### src/rtl/dbg2w_pkg.sv
package dbg2w_pkg;
  localparam int BYTE_W = 8;

  typedef struct packed {
    logic samp;   // data bit sampled on rising serial clock
    logic last;   // sampled bit is the last of the byte
    logic ninth;  // rising edge of the internal-operation clock
    logic load;   // falling edge that opens a byte
    logic drv;    // falling edge that advances the driven bit
    logic rel;    // falling edge entering the ninth clock
    logic start;  // start condition
  } frame_evt_t;
endpackage

### src/rtl/dbg2w_sync.sv
module dbg2w_sync #(
  parameter int W      = 2,
  parameter int STAGES = 2,   // at least 2
  parameter logic RST_VAL = 1'b1
) (
  input  logic         clk_i,
  input  logic         rst_ni,
  input  logic [W-1:0] d_i,
  output logic [W-1:0] q_o
);
  logic [STAGES-1:0][W-1:0] stg;

  always_ff @(posedge clk_i or negedge rst_ni) begin
    if (!rst_ni) stg <= {(STAGES*W){RST_VAL}};
    else         stg <= {stg[STAGES-2:0], d_i};
  end

  assign q_o = stg[STAGES-1];
endmodule

### src/rtl/dbg2w_frame.sv
module dbg2w_frame
  import dbg2w_pkg::*;
#(
  parameter int BW = BYTE_W
) (
  input  logic                        clk_i,
  input  logic                        rst_ni,
  input  logic                        en_i,
  input  logic                        scl_s_i,
  input  logic                        sda_s_i,
  output frame_evt_t                  evt_o,
  output logic                        active_o,
  output logic                        fall_o,
  output logic                        slot_o
);
  localparam int CW = $clog2(BW + 2);
  localparam logic [CW-1:0] LAST_BIT = CW'(BW - 1);
  localparam logic [CW-1:0] DATA_END = CW'(BW);
  localparam logic [CW-1:0] SLOT_CNT = CW'(BW + 1);

  logic          scl_q, sda_q;
  logic          rise, fall, start, live;
  logic [CW-1:0] cnt;
  logic          active;

  always_ff @(posedge clk_i or negedge rst_ni) begin
    if (!rst_ni) begin
      scl_q <= 1'b1;
      sda_q <= 1'b1;
    end else begin
      scl_q <= scl_s_i;
      sda_q <= sda_s_i;
    end
  end

  assign rise  = scl_s_i & ~scl_q;
  assign fall  = ~scl_s_i & scl_q;
  // rising data while clock high is deliberately not decoded
  assign start = en_i & scl_s_i & scl_q & sda_q & ~sda_s_i;
  assign live  = en_i & active & ~start;

  always_ff @(posedge clk_i or negedge rst_ni) begin
    if (!rst_ni) begin
      active <= 1'b0;
      cnt    <= '0;
    end else if (!en_i) begin
      active <= 1'b0;
      cnt    <= '0;
    end else if (start) begin
      active <= 1'b1;
      cnt    <= '0;
    end else if (active) begin
      if (rise && cnt <= DATA_END)      cnt <= cnt + 1'b1;
      else if (fall && cnt == SLOT_CNT) cnt <= '0;
    end
  end

  always_comb begin
    evt_o       = '0;
    evt_o.start = start;
    evt_o.samp  = live & rise & (cnt < DATA_END);
    evt_o.last  = live & rise & (cnt == LAST_BIT);
    evt_o.ninth = live & rise & (cnt == DATA_END);
    evt_o.load  = live & fall & ((cnt == '0) | (cnt == SLOT_CNT));
    evt_o.drv   = live & fall & (cnt != '0) & (cnt < DATA_END);
    evt_o.rel   = live & fall & (cnt == DATA_END);
  end

  always_ff @(posedge clk_i or negedge rst_ni) begin
    if (!rst_ni) slot_o <= 1'b0;
    else         slot_o <= evt_o.ninth;
  end

  assign active_o = active;
  assign fall_o   = live & fall;
endmodule

### src/rtl/dbg2w_shift.sv
module dbg2w_shift
  import dbg2w_pkg::*;
#(
  parameter int BW = BYTE_W
) (
  input  logic          clk_i,
  input  logic          rst_ni,
  input  logic          en_i,
  input  frame_evt_t    evt_i,
  input  logic          sda_s_i,
  input  logic          rd_req_i,
  input  logic [BW-1:0] tx_data_i,
  output logic [BW-1:0] rx_data_o,
  output logic          rx_valid_o,
  output logic          sda_oe_o,
  output logic          rd_mode_o
);
  logic [BW-1:0] rx_sh, tx_sh;
  logic          rd_mode;

  // receive path
  always_ff @(posedge clk_i or negedge rst_ni) begin
    if (!rst_ni) begin
      rx_sh      <= '0;
      rx_data_o  <= '0;
      rx_valid_o <= 1'b0;
    end else begin
      rx_valid_o <= 1'b0;
      if (evt_i.start) rx_sh <= '0;
      else if (evt_i.samp) rx_sh <= {rx_sh[BW-2:0], sda_s_i};
      if (evt_i.last && !rd_mode) begin
        rx_data_o  <= {rx_sh[BW-2:0], sda_s_i};
        rx_valid_o <= 1'b1;
      end
    end
  end

  // transmit path, open drain: enable low-drive for zero bits
  always_ff @(posedge clk_i or negedge rst_ni) begin
    if (!rst_ni) begin
      tx_sh    <= '0;
      rd_mode  <= 1'b0;
      sda_oe_o <= 1'b0;
    end else if (!en_i || evt_i.start) begin
      rd_mode  <= 1'b0;
      sda_oe_o <= 1'b0;
    end else if (evt_i.load) begin
      rd_mode  <= rd_req_i;
      tx_sh    <= {tx_data_i[BW-2:0], 1'b0};
      sda_oe_o <= rd_req_i & ~tx_data_i[BW-1];
    end else if (evt_i.drv) begin
      tx_sh    <= {tx_sh[BW-2:0], 1'b0};
      sda_oe_o <= rd_mode & ~tx_sh[BW-1];
    end else if (evt_i.rel) begin
      sda_oe_o <= 1'b0;
    end
  end

  assign rd_mode_o = rd_mode;
endmodule

### src/rtl/dbg2w_slave.sv
module dbg2w_slave
  import dbg2w_pkg::*;
#(
  parameter int BW          = BYTE_W,
  parameter int SYNC_STAGES = 2
) (
  input  logic          clk_i,
  input  logic          rst_ni,
  input  logic          en_i,
  input  logic          scl_i,
  input  logic          sda_i,
  output logic          sda_oe_o,
  input  logic          rd_req_i,
  input  logic [BW-1:0] tx_data_i,
  output logic [BW-1:0] rx_data_o,
  output logic          rx_valid_o,
  output logic          slot_o
);
  logic [1:0] lines_s;
  frame_evt_t evt;
  logic       active, scl_fall, rd_mode, start_evt;

  dbg2w_sync #(.W(2), .STAGES(SYNC_STAGES), .RST_VAL(1'b1)) u_sync (
    .clk_i (clk_i),
    .rst_ni(rst_ni),
    .d_i   ({scl_i, sda_i}),
    .q_o   (lines_s)
  );

  dbg2w_frame #(.BW(BW)) u_frame (
    .clk_i   (clk_i),
    .rst_ni  (rst_ni),
    .en_i    (en_i),
    .scl_s_i (lines_s[1]),
    .sda_s_i (lines_s[0]),
    .evt_o   (evt),
    .active_o(active),
    .fall_o  (scl_fall),
    .slot_o  (slot_o)
  );

  dbg2w_shift #(.BW(BW)) u_shift (
    .clk_i     (clk_i),
    .rst_ni    (rst_ni),
    .en_i      (en_i),
    .evt_i     (evt),
    .sda_s_i   (lines_s[0]),
    .rd_req_i  (rd_req_i),
    .tx_data_i (tx_data_i),
    .rx_data_o (rx_data_o),
    .rx_valid_o(rx_valid_o),
    .sda_oe_o  (sda_oe_o),
    .rd_mode_o (rd_mode)
  );

  assign start_evt = evt.start;
endmodule

### config.mk
export PLATFORM = sky130hd
export DESIGN_NAME = dbg2w_slave
export DESIGN_NICKNAME = d
export VERILOG_FILES = /design/src/rtl/dbg2w_pkg.sv /design/src/rtl/dbg2w_sync.sv /design/src/rtl/dbg2w_frame.sv /design/src/rtl/dbg2w_shift.sv /design/src/rtl/dbg2w_slave.sv
export SDC_FILE = /design/constraint.sdc
export NUM_CORES = 1
export LEC_CHECK = 0
export BUFFER_PORTS_ARGS = -buffer_cell sky130_fd_sc_hd__buf_2
export CAP_MARGIN = 20
export CORE_UTILIZATION = 50
export CTS_CLUSTER_SIZE = 10
export DETAILED_ROUTE_END_ITERATION = 6
export PLACE_DENSITY = 0.72
export SYNTH_ARGS = -nofsm -noshare
export SYNTH_HDL_FRONTEND = slang
export SYNTH_SLANG_ARGS = --single-unit
### constraint.sdc
create_clock -name clk_i -period 1.54 [get_ports clk_i]
set_input_delay 0.154 -clock clk_i [delete_from_list [all_inputs] [get_ports clk_i]]
set_output_delay 0.154 -clock clk_i [all_outputs]
set_load 0.01 [all_outputs]
* Yosys cells after proc, flatten, opt, wreduce, memory -nomap -nowiden
Index checks and enable logic that the tools add are counted.
Word-level totals: register bits 38, bits of input ports 14, output and inout port bits 11, logic and storage cells 81
Cells by class: add/sub/neg operators 1, magnitude comparators 2, eq/ne operators 6, mux-type cells 18, bitwise logic cells 27, reduce and logical (&&, ||, !) cells 14
Operators by type and width (number):
- 2-to-1 mux 4 bit | 5
- AND 1 bit | 19
- 2-to-1 mux 8 bit | 2
- 2-to-1 mux 7 bit | 2
- 2-to-1 mux 1 bit | 9
- equality test 4 bit, second input constant | 2
- nonzero test 4 bit | 2
- inverter 1 bit | 7
- nonzero test 2 bit | 3
- adder 4 x 1 -> 4 bit, second input constant | 1
- equality test 4 x 3 -> 1 bit, second input constant | 1
- <= comparator 4 bit, second input constant | 1
- logical NOT 4 bit | 1
- less-than comparator 4 bit, second input constant | 1
- inequality test 4 x 1 -> 1 bit, second input constant | 1
- AND reduction 2 bit | 2
- logical AND 1 bit | 3
- inequality test 3 x 1 -> 1 bit, second input constant | 1
- logical NOT 1 bit | 2
- inequality test 2 x 1 -> 1 bit, second input constant | 1
- logical OR 1 bit | 1
- OR 1 bit | 1

* Depth between registers and ports, before layout
Gate-level depths: netlist of run 1.
word-level depth 12, depth in mapped cells 7, mapped depth without buffers 6

* Hierarchy
Synthesis of run 1 repeated with hierarchy kept, for this count alone.
Unflattened totals: cells, all modules 139, area, all modules 1759.2 um^2
Modules (own cells, without submodules):
- dbg2w_shift | instances 1, cells each 79, area each 1129.8 um^2, sequential area each 625.6 um^2
- dbg2w_frame | instances 1, cells each 54, area each 509.2 um^2, sequential area each 202.7 um^2
- dbg2w_sync | instances 1, cells each 6, area each 120.1 um^2, sequential area each 105.1 um^2

* Least setup slack after synthesis of run 1
OpenSTA, ideal clock, no wires.
path kind register -> register, from reg u_sync.stg, in the netlist u_sync.q_o[1], to reg u_shift.rx_data_o[0], setup time 125 ps, data arrival time 1505 ps, data required time 1415 ps, slack -90 ps, stages on the path, launching flop included 4, path buffers 0, clock period less this slack 1630 ps, cells stage by stage dfstp_2 -> nand4b_4 -> nor4_4 -> mux2_2
Between the ends: word-level cells in the longest chain between the ends 9, elaborated cells between the ends (all ways) 10, classes of those cells bitwise (9); reduce/logical (1)
RTL lines:
- start: declaration | line dbg2w_sync.sv:11 | logic [STAGES-1:0][W-1:0] stg;
- start signal: assignment | line dbg2w_sync.sv:14 | if (!rst_ni) stg <= {(STAGES*W){RST_VAL}};
- start signal: assignment | line dbg2w_sync.sv:15 | else stg <= {stg[STAGES-2:0], d_i};
- AND 1 bit (4 in series) | line dbg2w_frame.sv:39 | assign start = en_i & scl_s_i & scl_q & sda_q & ~sda_s_i;
- inverter 1 bit | line dbg2w_frame.sv:40 | assign live = en_i & active & ~start;
- AND 1 bit | line dbg2w_frame.sv:40
- AND 1 bit * (2 in series) | line dbg2w_frame.sv:62 | evt_o.last = live & rise & (cnt == LAST_BIT);
- logical AND 1 bit * | line dbg2w_shift.sv:31 | if (evt_i.last && !rd_mode) begin
- end signal: assignment | line dbg2w_shift.sv:32 | rx_data_o <= {rx_sh[BW-2:0], sda_s_i};
- end: declaration | line dbg2w_shift.sv:13 | output logic [BW-1:0] rx_data_o,
Mark *: on every way between the ends. The rest lies on a longest branch, timed or not. A chain may end at the register's enable or synchronous reset.

* Worst setup path after layout of run 1
from reg u_frame.cnt[0], to reg u_shift.sda_oe_o
Between the ends: word-level cells in the longest chain between the ends 6, elaborated cells between the ends (all ways) 14, classes of those cells order compare (1); eq/ne (2); mux (3); bitwise (5); reduce/logical (3)
RTL lines:
- start: declaration | line dbg2w_frame.sv:23 | logic [CW-1:0] cnt;
- start signal: assignment | line dbg2w_frame.sv:53 | if (rise && cnt <= DATA_END) cnt <= cnt + 1'b1;
- parallel branches: the longest is 6 deep, another holds less-than comparator 4 bit
- end signal: assignment | line dbg2w_shift.sv:50 | sda_oe_o <= rd_req_i & ~tx_data_i[BW-1];
- end signal: assignment | line dbg2w_shift.sv:53 | sda_oe_o <= rd_mode & ~tx_sh[BW-1];
- end: declaration | line dbg2w_shift.sv:15 | output logic sda_oe_o,
Several ways; the timed one is not identified.

==> run_results.csv, run 1 <==
group,metric,value,unit
floorplanning,num_io_pins,25,
timing,fmax,616,MHz
timing,rsz0062_at_grt,"yes",
grt,grt_pass1_vias,1144,
final_layout,num-fill-cells,213,
setup_path,criticalPathCategory,"register to register",
logic_synthesis,yosysSeqAreaShare,0.576,
setup_path,worstPathMaxFanout,4,
flow_run,cap_violations,0,
drt,wl_per_cell,14.3,microns
final_layout,final_core_util,0.728,
grt,grt_antenna_before_repair,0,
clocking,clk_pin_slew_worst_paths,0.10,ns
worst_hold_path,hp-class,"primary input to register",
logic_synthesis,synthAdderAreaFrac,0.0232,
run_status,violations,"negative setup slack",
final_layout,final_common_cell,"dfrtp_1",
logic_synthesis,ys_ff_latch,37,
logic_synthesis,synth_top_cell_area_share,0.479,
timing,final.setup.worst_slack,-0.0825,ns
place,hpwl,2130,microns
timing,drv_slew,0,
floorplanning,start_util,0.531,
logic_synthesis,yosys.area_share.simple,0.151,
logic_synthesis,postSynthCellCount,130,
run_status,status,"finished with violations",
logic_synthesis,synth-compound-area-share,0.0764,
logic_synthesis,syn-num-nets,147,
floorplanning,dieArea,3470,sq um
final_layout,area_growth,37.1,%
grt,grt_pass1_wl,5180,microns
grt,gr-total-overflow,0,
clocking,cts_max_path_buffers,2,
timing,finalHoldViolCount,0,
logic_synthesis,syn_area,1620,sq um
timing,finClkSkew,0.0141,ns
clocking,htree_levels,2,
timing,worst_pin_slew,0.446,ns
setup_path,start_kind,"register",
logic_synthesis,synthFlopType,"dfrtp_1",
power,leakage,1.04,nW
timing,period_share,1.05,
setup_path,cp.required,1.81,ns
clocking,clock-root-buffer,"clkbuf_4",
drt,drc,0,
final_layout,drive_gt1_frac,0.481,
floorplanning,die_h,58.9,microns
logic_synthesis,synth_xor_area_frac,0.00541,
logic_synthesis,yosysTopAreaCell,"dfrtp_1",
power,peakVddDrop,0.000679,V
logic_synthesis,syn-mean-instance-area,12.5,sq um
final_layout,diodes,0,
drt,vias_per_cell,5.07,
final_layout,seqCellArea,935,sq um
final_layout,multiInputGateArea,773,sq um
grt,grt_max_degree,20,
place,portBuffers,24,
final_layout,layout_common_cells,"30 x dfrtp_1, 24 x buf_2, 18 x nor2_1",
final_layout,layout.nets,200,
timing,fin_crit,1.62,ns
logic_synthesis,synth_top_family_by_area,"simple AND/OR/NAND/NOR gates",
floorplanning,core.rowCount,20,
clocking,cts_sinks,37,
drt,drt_iter0_drc,49,
power,p_per_area,830,nW/um^2
drt,routed_wl,3240,microns
logic_synthesis,synth_enable_flop_cells,0,
logic_synthesis,ys_warn_count,0,
setup_path,arrival,1.89,ns
drt,drt_pass1_iterations,4,
drt,ant_nets,0,
place,gp_congestion,0.885,
grt,grt_usage,0.208,
setup_path,crit_path_end_kind,"register",
floorplanning,die_w,58.9,microns
drt,num_vias,1151,
floorplanning,core,3050,sq um
logic_synthesis,synth_area_leaders,"dfrtp_1 48%, dfstp_2 9.7%, mux2i_1 8.6%",
timing,setup_viol,18,
place,dp_slack,-0.126,ns
timing,max-slew-margin-rel,0.703,
clocking,numCtsBuffers,5,
timing,hold_slack,0.0293,ns
logic_synthesis,async_flop_share,1.00,
logic_synthesis,muxShareOfSynthArea,0.149,
clocking,clk_latency,0.34,ns
clocking,cts_tree,"yes",
logic_synthesis,synth.distinct_cells,31,
## cells by family after synthesis
group                      Yosys count
muxes                               23
xor gates and xnor gates             1
DFF                                 37
buffers and inverters                8
and+or+nand+nor                     38
AOI/OAI and AO/OA                   20
adders and majority gates            3
## flip-flops by register name, indices dropped and copies added (netlist names)
name / cells
u_frame.active_o: 1
u_frame.cnt: 4
u_frame.scl_q: 1
u_frame.sda_q: 1
u_frame.slot_o: 1
u_shift.rd_mode_o: 1
u_shift.rx_data_o: 8
u_shift.rx_sh: 7
u_shift.rx_valid_o: 1
u_shift.sda_oe_o: 1
u_shift.tx_sh: 7
u_sync.q_o: 2
u_sync.stg: 2
## critical path, stage by stage, from the launching register on
cell and delay, ns:
dfrtp_2 0.44, inv_2 0.09, ha_4 0.16, mux2i_4 0.06
or4b_4 0.48, a21bo_2 0.21, a21oi_2 0.12
## what timing repair did
item                                    4_1_cts  5_1_grt
endpoints found under the hold margin        20        0
hold buffers                                  3        0
pin swaps                                     6       14
setup buffers                                 4        1
endpoints found under the setup margin       17       28
resized for setup                            17        9
cloned                                        1        1
## final timing paths
| path | start | endpoint | slack, ns | depth (start not counted) |
|---|---|---|---|---|
| max | u_frame.cnt[0] | u_shift.sda_oe_o | -0.08 | 6 |
| min reg2reg | u_sync.stg[1] | u_sync.q_o[1] | 0.36 | 0 |
| min | tx_data_i[0] | u_shift.tx_sh[1] | 0.03 | 3 |
| max in group asynchronous | rst_ni | u_frame.sda_q | 0.72 | 3 |
| min in group asynchronous | rst_ni | u_shift.tx_sh[2] | 0.28 | 2 |
| max reg2reg | u_frame.cnt[0] | u_shift.sda_oe_o | -0.08 | 6 |
## final cells by class
cell class              instances  share of cell area
repair buffers                 50               0.167
clock buffers                   5              0.0169
clock inverters                 2              0.0158
inverters                       4             0.00676
multi-input cells              85               0.348
flip-flops and latches         37               0.421
well taps                      44              0.0248
## routing by layer
layer	up-vias	share of wire	GRT usage
met5	-	0	0
met4	0	0.011	0.0952
met3	4	0.039	0.0725
met2	27	0.52	0.344
met1	564	0.43	0.242
li1	556	-	-
## metrics by stage
step	TNS, ns	instances	cell area, sq um	total power, mW
2_1_floorplan	-0.299	130	1640	1.14
3_3_place_gp	-0.114	210	1950	1.21
3_5_place_dp	-0.620	210	1950	1.22
4_1_cts	-0.798	225	2160	1.87
5_1_grt	-2.10	227	2220	1.93
6_report	-0.686	227	2220	1.84
## where the power goes
part | internal (mW) | switching [mW] | total (mW)
Clock | 0.331 | 0.302 | 0.632
Sequential | 1.03 | 0.0298 | 1.06
Combinational | 0.0780 | 0.0741 | 0.152
## cell usage after synthesis, types with 3 or more instances
library cell / n
dfrtp_1: 31
nor2_1: 18
mux2i_1: 14
a21oi_1: 10
mux2_2: 9
dfstp_2: 6
inv_1: 4
clkbuf_1: 3
ha_1: 3
nand2b_1: 3
o21ai_0: 3
No activity file was read; power rests on OpenSTA's default activity.
==> run 2, diff against run 1 <==
==> constraint.sdc (replaced) <==
create_clock -name clk_i -period 1.3 [get_ports clk_i]
set_input_delay 0.13 -clock clk_i [delete_from_list [all_inputs] [get_ports clk_i]]
set_output_delay 0.13 -clock clk_i [all_outputs]
set_load 0.01 [all_outputs]
==> run 2 against run 1 <==
The flow still finishes with violations (negative setup slack). Sequential share of layout area is 2.0 points lower. Routed wire length grew 11%. Clock skew barely moved. Non-clock buffer count grew 13.
==> run_results.csv, run 2 (same netlist as run 1, synthesis figures left out) <==
group,metric,value,unit
clocking,cts_tree,"yes",
worst_hold_path,hold_end,"u_shift.rd_mode_o",
floorplanning,start_util,0.531,
setup_path,path_cells,"inv_2 -> ha_4 -> mux2i_4 -> or4b_4 -> a21bo_2 -> a21oi_2",
drt,drc,0,
place,dp.cells,217,
place,dpl_cell_area,2010,sq um
timing,fmax,589,MHz
clocking,clock-root-buffer,"clkbuf_4",
timing,worst_pin_slew,0.376,ns
setup_path,r2r_cells,6,
timing,finalHoldViolCount,0,
grt,grt_pass1_vias,1233,
final_layout,drive_gt1_frac,0.546,
timing,finClkSkew,0.0146,ns
floorplanning,num_io_pins,25,
power,leakage,1.10,nW
setup_path,crit_slowest_cell,"or4b_4",
final_layout,instances_no_fill,240,
final_layout,regMostFlops,"u_shift.rx_data_o",
timing,max-slew-margin-rel,0.749,
drt,drt_iter0_drc,58,
power,p_per_area,955,nW/um^2
timing,period_share,1.31,
grt,grt_usage,0.220,
timing,drv_slew,0,
setup_path,start_kind,"register",
clocking,numCtsBuffers,5,
final_layout,layout_common_cells,"30 x dfrtp_1, 24 x buf_2, 24 x buf_4",
drt,ant_nets,0,
floorplanning,core,3050,sq um
clocking,cts_max_path_buffers,2,
clocking,clk_pin_slew_worst_paths,0.10,ns
setup_path,worstPathMaxFanout,3,
place,portBuffers,24,
drt,wl_per_cell,15.1,microns
setup_path,crit_path_end_kind,"register",
setup_path,reg2reg_slack,-0.40,ns
setup_path,critPathBufInv,1,
worst_hold_path,hp-start,"rd_req_i",
timing,setup_viol,28,
setup_path,crit_family,"simple AND/OR/NAND/NOR gates",
run_status,status,"finished with violations",
place,hpwl,2250,microns
floorplanning,die_h,58.9,microns
flow_run,cap_violations,0,
grt,grt_max_degree,23,
final_layout,stdcell_area,2330,sq um
timing,rsz0062_at_grt,"yes",
final_layout,largest_reg_flops,8,
power,peakVddDrop,0.000545,V
run_status,violations,"negative setup slack",
clocking,clk_latency,0.34,ns
final_layout,reg.largest.list,"u_shift.rx_data_o (8), u_shift.rx_sh (7), u_shift.tx_sh (7)",
setup_path,criticalPathCategory,"register to register",
drt,num_vias,1226,
clocking,htree_levels,2,
drt,routed_wl,3620,microns
worst_hold_path,holdPathStages,3,
timing,fin_crit,1.70,ns
final_layout,num-fill-cells,211,
final_layout,final_common_cell,"dfrtp_1",
drt,drt_pass1_iterations,4,
setup_path,cp.required,1.56,ns
timing,final.setup.worst_slack,-0.398,ns
final_layout,layout.nets,213,
place,gp_congestion,0.800,
final_layout,area_growth,44.0,%
setup_path,critical-path-max-stage-delay,0.48,ns
final_layout,diodes,0,
worst_hold_path,hp-class,"primary input to register",
grt,grt_antenna_before_repair,0,
drt,vias_per_cell,5.11,
clocking,cts_sinks,37,
floorplanning,core.rowCount,20,
setup_path,worstReg2RegEnd,"u_shift.sda_oe_o",
floorplanning,dieArea,3470,sq um
setup_path,r2r-start,"u_frame.cnt[1]",
floorplanning,die_w,58.9,microns
place,dp_slack,-0.381,ns
grt,grt_pass1_wl,5600,microns
setup_path,arrival,1.96,ns
grt,gr-total-overflow,0,
run 2: cell types whose count changed in the layout (fill, tap and decap cells not counted), moves of 2 or more:
cell / before / now
buf_6: 2 / 9
mux2i_1: 13 / 11
buf_4: 17 / 24
mux2_4: 8 / 1
mux2_2: 1 / 8
mux2i_2: 0 / 2
run 2: metrics by stage:
stage,hold slack [ns],power [mW],TNS (ns),util
finish,0.0675,2.23,-7.41,0.764
global route,0.0778,2.31,-9.50,0.764
CTS,0.000158,2.22,-7.36,0.730
detailed placement,0.0683,1.46,-7.22,0.657
global placement,0.0646,1.44,-6.23,0.657
floorplan,-0.166,1.36,-4.56,-
run 2: how the worst max path moves through the flow:
| stage | from | to | slack [ns] | depth (start not counted) |
|---|---|---|---|---|
| 2_1_floorplan | u_frame.cnt[0] | u_shift.sda_oe_o | -0.29 | 6 |
| 3_3_place_gp | u_frame.cnt[1] | u_shift.tx_sh[2] | -0.27 | 8 |
| 3_5_place_dp | u_frame.cnt[1] | u_shift.sda_oe_o | -0.38 | 6 |
| 4_1_cts | u_frame.cnt[0] | u_shift.tx_sh[5] | -0.34 | 8 |
| 5_1_grt | u_frame.cnt[1] | u_shift.sda_oe_o | -0.44 | 6 |
| 6_report | u_frame.cnt[1] | u_shift.sda_oe_o | -0.40 | 6 |
run 2: what timing repair did:
| item | in CTS | in global routing |
|---|---|---|
| resized for setup | 15 | 15 |
| setup buffers | 7 | 4 |
| hold endpoints to repair | 17 | 1 |
| setup endpoints to repair | 28 | 28 |
| hold buffers | 3 | 1 |
| cloned | 0 | 1 |
| pin swaps | 14 | 8 |
run 2: layout make-up:
type | count | area [sq um] | area share
clock buffer | 5 | 37.5 | 0.0161
clock inverter | 2 | 35.0 | 0.0150
inverter | 4 | 15.0 | 0.00643
multi-input combinational | 85 | 774 | 0.332
sequential | 37 | 935 | 0.401
tap | 44 | 55.1 | 0.0236
timing repair buffer | 63 | 482 | 0.206
run 2: power breakdown:
group,total [mW],internal [mW],switching [mW],leakage (nW)
logic,0.217,0.113,0.104,0.579
clock network,0.748,0.392,0.356,0.0410
registers,1.26,1.22,0.0434,0.484
total,2.23,1.72,0.504,1.10
run 2: worst min-delay path: stages:
cell	delay [ns]
buf_2	0.09
mux2i_1	0.06
nor2_1	0.08
run 2: routing by layer:
metal	wire, microns	global-route usage	part of all wire	vias up
li1	-	-	-	586
met1	1510	0.261	0.42	608
met2	1950	0.386	0.54	26
met3	109	0.0462	0.030	6
met4	50	0.0952	0.014	0
met5	0	0	0	-
==> run 3, diff against run 2 <==
--- a/config.mk
+++ b/config.mk
@@ -10,6 +10,7 @@
 export CORE_UTILIZATION = 50
 export CTS_CLUSTER_SIZE = 10
 export DETAILED_ROUTE_END_ITERATION = 6
+export GPL_ROUTABILITY_DRIVEN = 0
 export PLACE_DENSITY = 0.72
 export SYNTH_ARGS = -nofsm -noshare
 export SYNTH_HDL_FRONTEND = slang
==> constraint.sdc (replaced) <==
create_clock -name clk_i -period 1.3 [get_ports clk_i]
set_input_delay 0.065 -clock clk_i [delete_from_list [all_inputs] [get_ports clk_i]]
set_output_delay 0.065 -clock clk_i [all_outputs]
set_load 0.01 [all_outputs]
==> run 3 against run 2 <==
The run still ends with negative setup slack left. Flip-flop and latch count did not move. Sequential share of layout area fell by 1.3 points. Combinational power barely moved. Final area rose by 3.4%. Non-clock buffer count rose by 2. Maximum frequency rose by 0.38%. Critical path depth did not move. Global-route usage rose by 0.28 points. Utilization rose by 2.6 points. Final cell count rose by 1.3%. First-iteration DRC count fell by 60%. Sequential power barely moved.
==> run_results.csv, run 3 (same netlist as run 1, synthesis figures left out) <==
group,metric,value,unit
final_layout,final_core_util,0.791,
floorplanning,start_util,0.531,
setup_path,start_kind,"register",
final_layout,layout_common_cells,"30 x dfrtp_1, 25 x buf_4, 25 x buf_2",
setup_path,critical-path-max-stage-delay,0.52,ns
grt,grt_max_degree,38,
timing,final.setup.worst_slack,-0.392,ns
floorplanning,die_w,58.9,microns
flow_run,cap_violations,0,
setup_path,worstPathMaxFanout,4,
clocking,cts_sinks,37,
drt,vias_per_cell,5.17,
clocking,cts_max_path_buffers,2,
power,finalPower,2.31,mW
setup_path,critPathBufInv,1,
clocking,clk_latency,0.34,ns
floorplanning,die_h,58.9,microns
setup_path,path_cells,"inv_2 -> ha_4 -> mux2i_4 -> or4b_4 -> a21bo_2 -> a21oi_2",
drt,wl_per_cell,14.9,microns
timing,finClkSkew,0.0158,ns
clocking,cts_tree,"yes",
timing,finalHoldViolCount,0,
power,leakage,1.12,nW
timing,fin_setup_tns,-7.47,ns
worst_hold_path,hp-class,"primary input to register",
grt,grt_pass1_vias,1248,
power,p_per_area,957,nW/um^2
place,portBuffers,24,
final_layout,diodes,0,
floorplanning,core.rowCount,20,
final_layout,layout.nets,215,
setup_path,crit_family,"simple AND/OR/NAND/NOR gates",
timing,setup_viol,28,
drt,drc,0,
drt,num_vias,1256,
place,dp_slack,-0.345,ns
setup_path,cp.required,1.58,ns
final_layout,final_common_cell,"dfrtp_1",
floorplanning,num_io_pins,25,
timing,rsz0062_at_grt,"yes",
drt,drt_iter0_drc,23,
clocking,numCtsBuffers,5,
grt,grt_pass1_wl,5580,microns
final_layout,largest_reg_flops,8,
timing,max-slew-margin-rel,0.804,
drt,drt_pass1_iterations,4,
timing,worst_pin_slew,0.293,ns
power,peakVddDrop,0.000675,V
drt,routed_wl,3620,microns
final_layout,regMostFlops,"u_shift.rx_data_o",
setup_path,crit_slowest_cell,"or4b_4",
clocking,clock-root-buffer,"clkbuf_4",
timing,period_share,1.30,
floorplanning,core,3050,sq um
grt,grt_antenna_before_repair,0,
clocking,clk_pin_slew_worst_paths,0.12,ns
clocking,htree_levels,2,
drt,ant_nets,0,
run_status,status,"finished with violations",
setup_path,criticalPathCategory,"register to register",
grt,grt_usage,0.223,
setup_path,arrival,1.98,ns
final_layout,reg.largest.list,"u_shift.rx_data_o (8), u_shift.rx_sh (7), u_shift.tx_sh (7)",
final_layout,num-fill-cells,205,
timing,fmax,591,MHz
timing,fin_crit,1.69,ns
floorplanning,dieArea,3470,sq um
run_status,violations,"negative setup slack",
final_layout,area_growth,49.0,%
timing,drv_slew,0,
final_layout,drive_gt1_frac,0.543,
setup_path,crit_path_end_kind,"register",
place,hpwl,2120,microns
grt,gr-total-overflow,0,
run 3: what timing repair did:
item                                   CTS  global route
setup endpoints to repair               28            29
endpoints found under the hold margin   43             0
hold buffers                             7             0
gates resized for setup                 29            10
setup buffers                            8             4
pin swaps                               16             6
cloned                                   2             0
run 3: routing by layer:
layer | part of all wire | track usage
met5 | 0 | 0
met4 | 0.030 | 0.0884
met3 | 0.052 | 0.0747
met2 | 0.50 | 0.370
met1 | 0.42 | 0.268
run 3: path summary, 6_finish.rpt:
check | to | cells past startpoint | start | slack [ns]
min | u_shift.tx_sh[6] | 3 | tx_data_i[5] | 0.01
max reg2reg | u_shift.sda_oe_o | 6 | u_frame.cnt[0] | -0.39
min reg2reg | u_sync.q_o[1] | 0 | u_sync.stg[1] | 0.36
min in group asynchronous | u_frame.slot_o | 3 | rst_ni | 0.19
max | u_shift.sda_oe_o | 6 | u_frame.cnt[0] | -0.39
max in group asynchronous | u_frame.scl_q | 3 | rst_ni | 0.83
run 3: area by class of cell:
type | instances | area, sq um | area share
Clock inverter | 1 | 30.0 | 0.0124
Sequential cell | 37 | 935 | 0.387
Tap cell | 44 | 55.1 | 0.0228
Clock buffer | 7 | 55.1 | 0.0228
Inverter | 4 | 15.0 | 0.00622
Multi-Input combinational cell | 85 | 833 | 0.345
Timing Repair Buffer | 65 | 490 | 0.203
run 3: where the power goes:
| group | internal, mW | switching (mW) |
|---|---|---|
| clock network | 0.459 | 0.379 |
| registers | 1.22 | 0.0357 |
| logic | 0.117 | 0.0987 |
| total | 1.80 | 0.513 |
run 3: metrics by stage:
stage	hold slack [ns]	instances	instance area, sq um
6_report	0.0134	243	2410
5_1_grt	0.0204	243	2410
4_1_cts	0.0158	240	2340
3_5_place_dp	0.0418	215	1990
3_3_place_gp	0.0416	215	1990
2_1_floorplan	-0.231	130	1660
run 3: worst reg2reg max path, stage by stage, from the launching register on:
cell	delay [ns]
dfrtp_2	0.47
inv_2	0.10
ha_4	0.15
mux2i_4	0.07
or4b_4	0.52
a21bo_2	0.21
a21oi_2	0.11
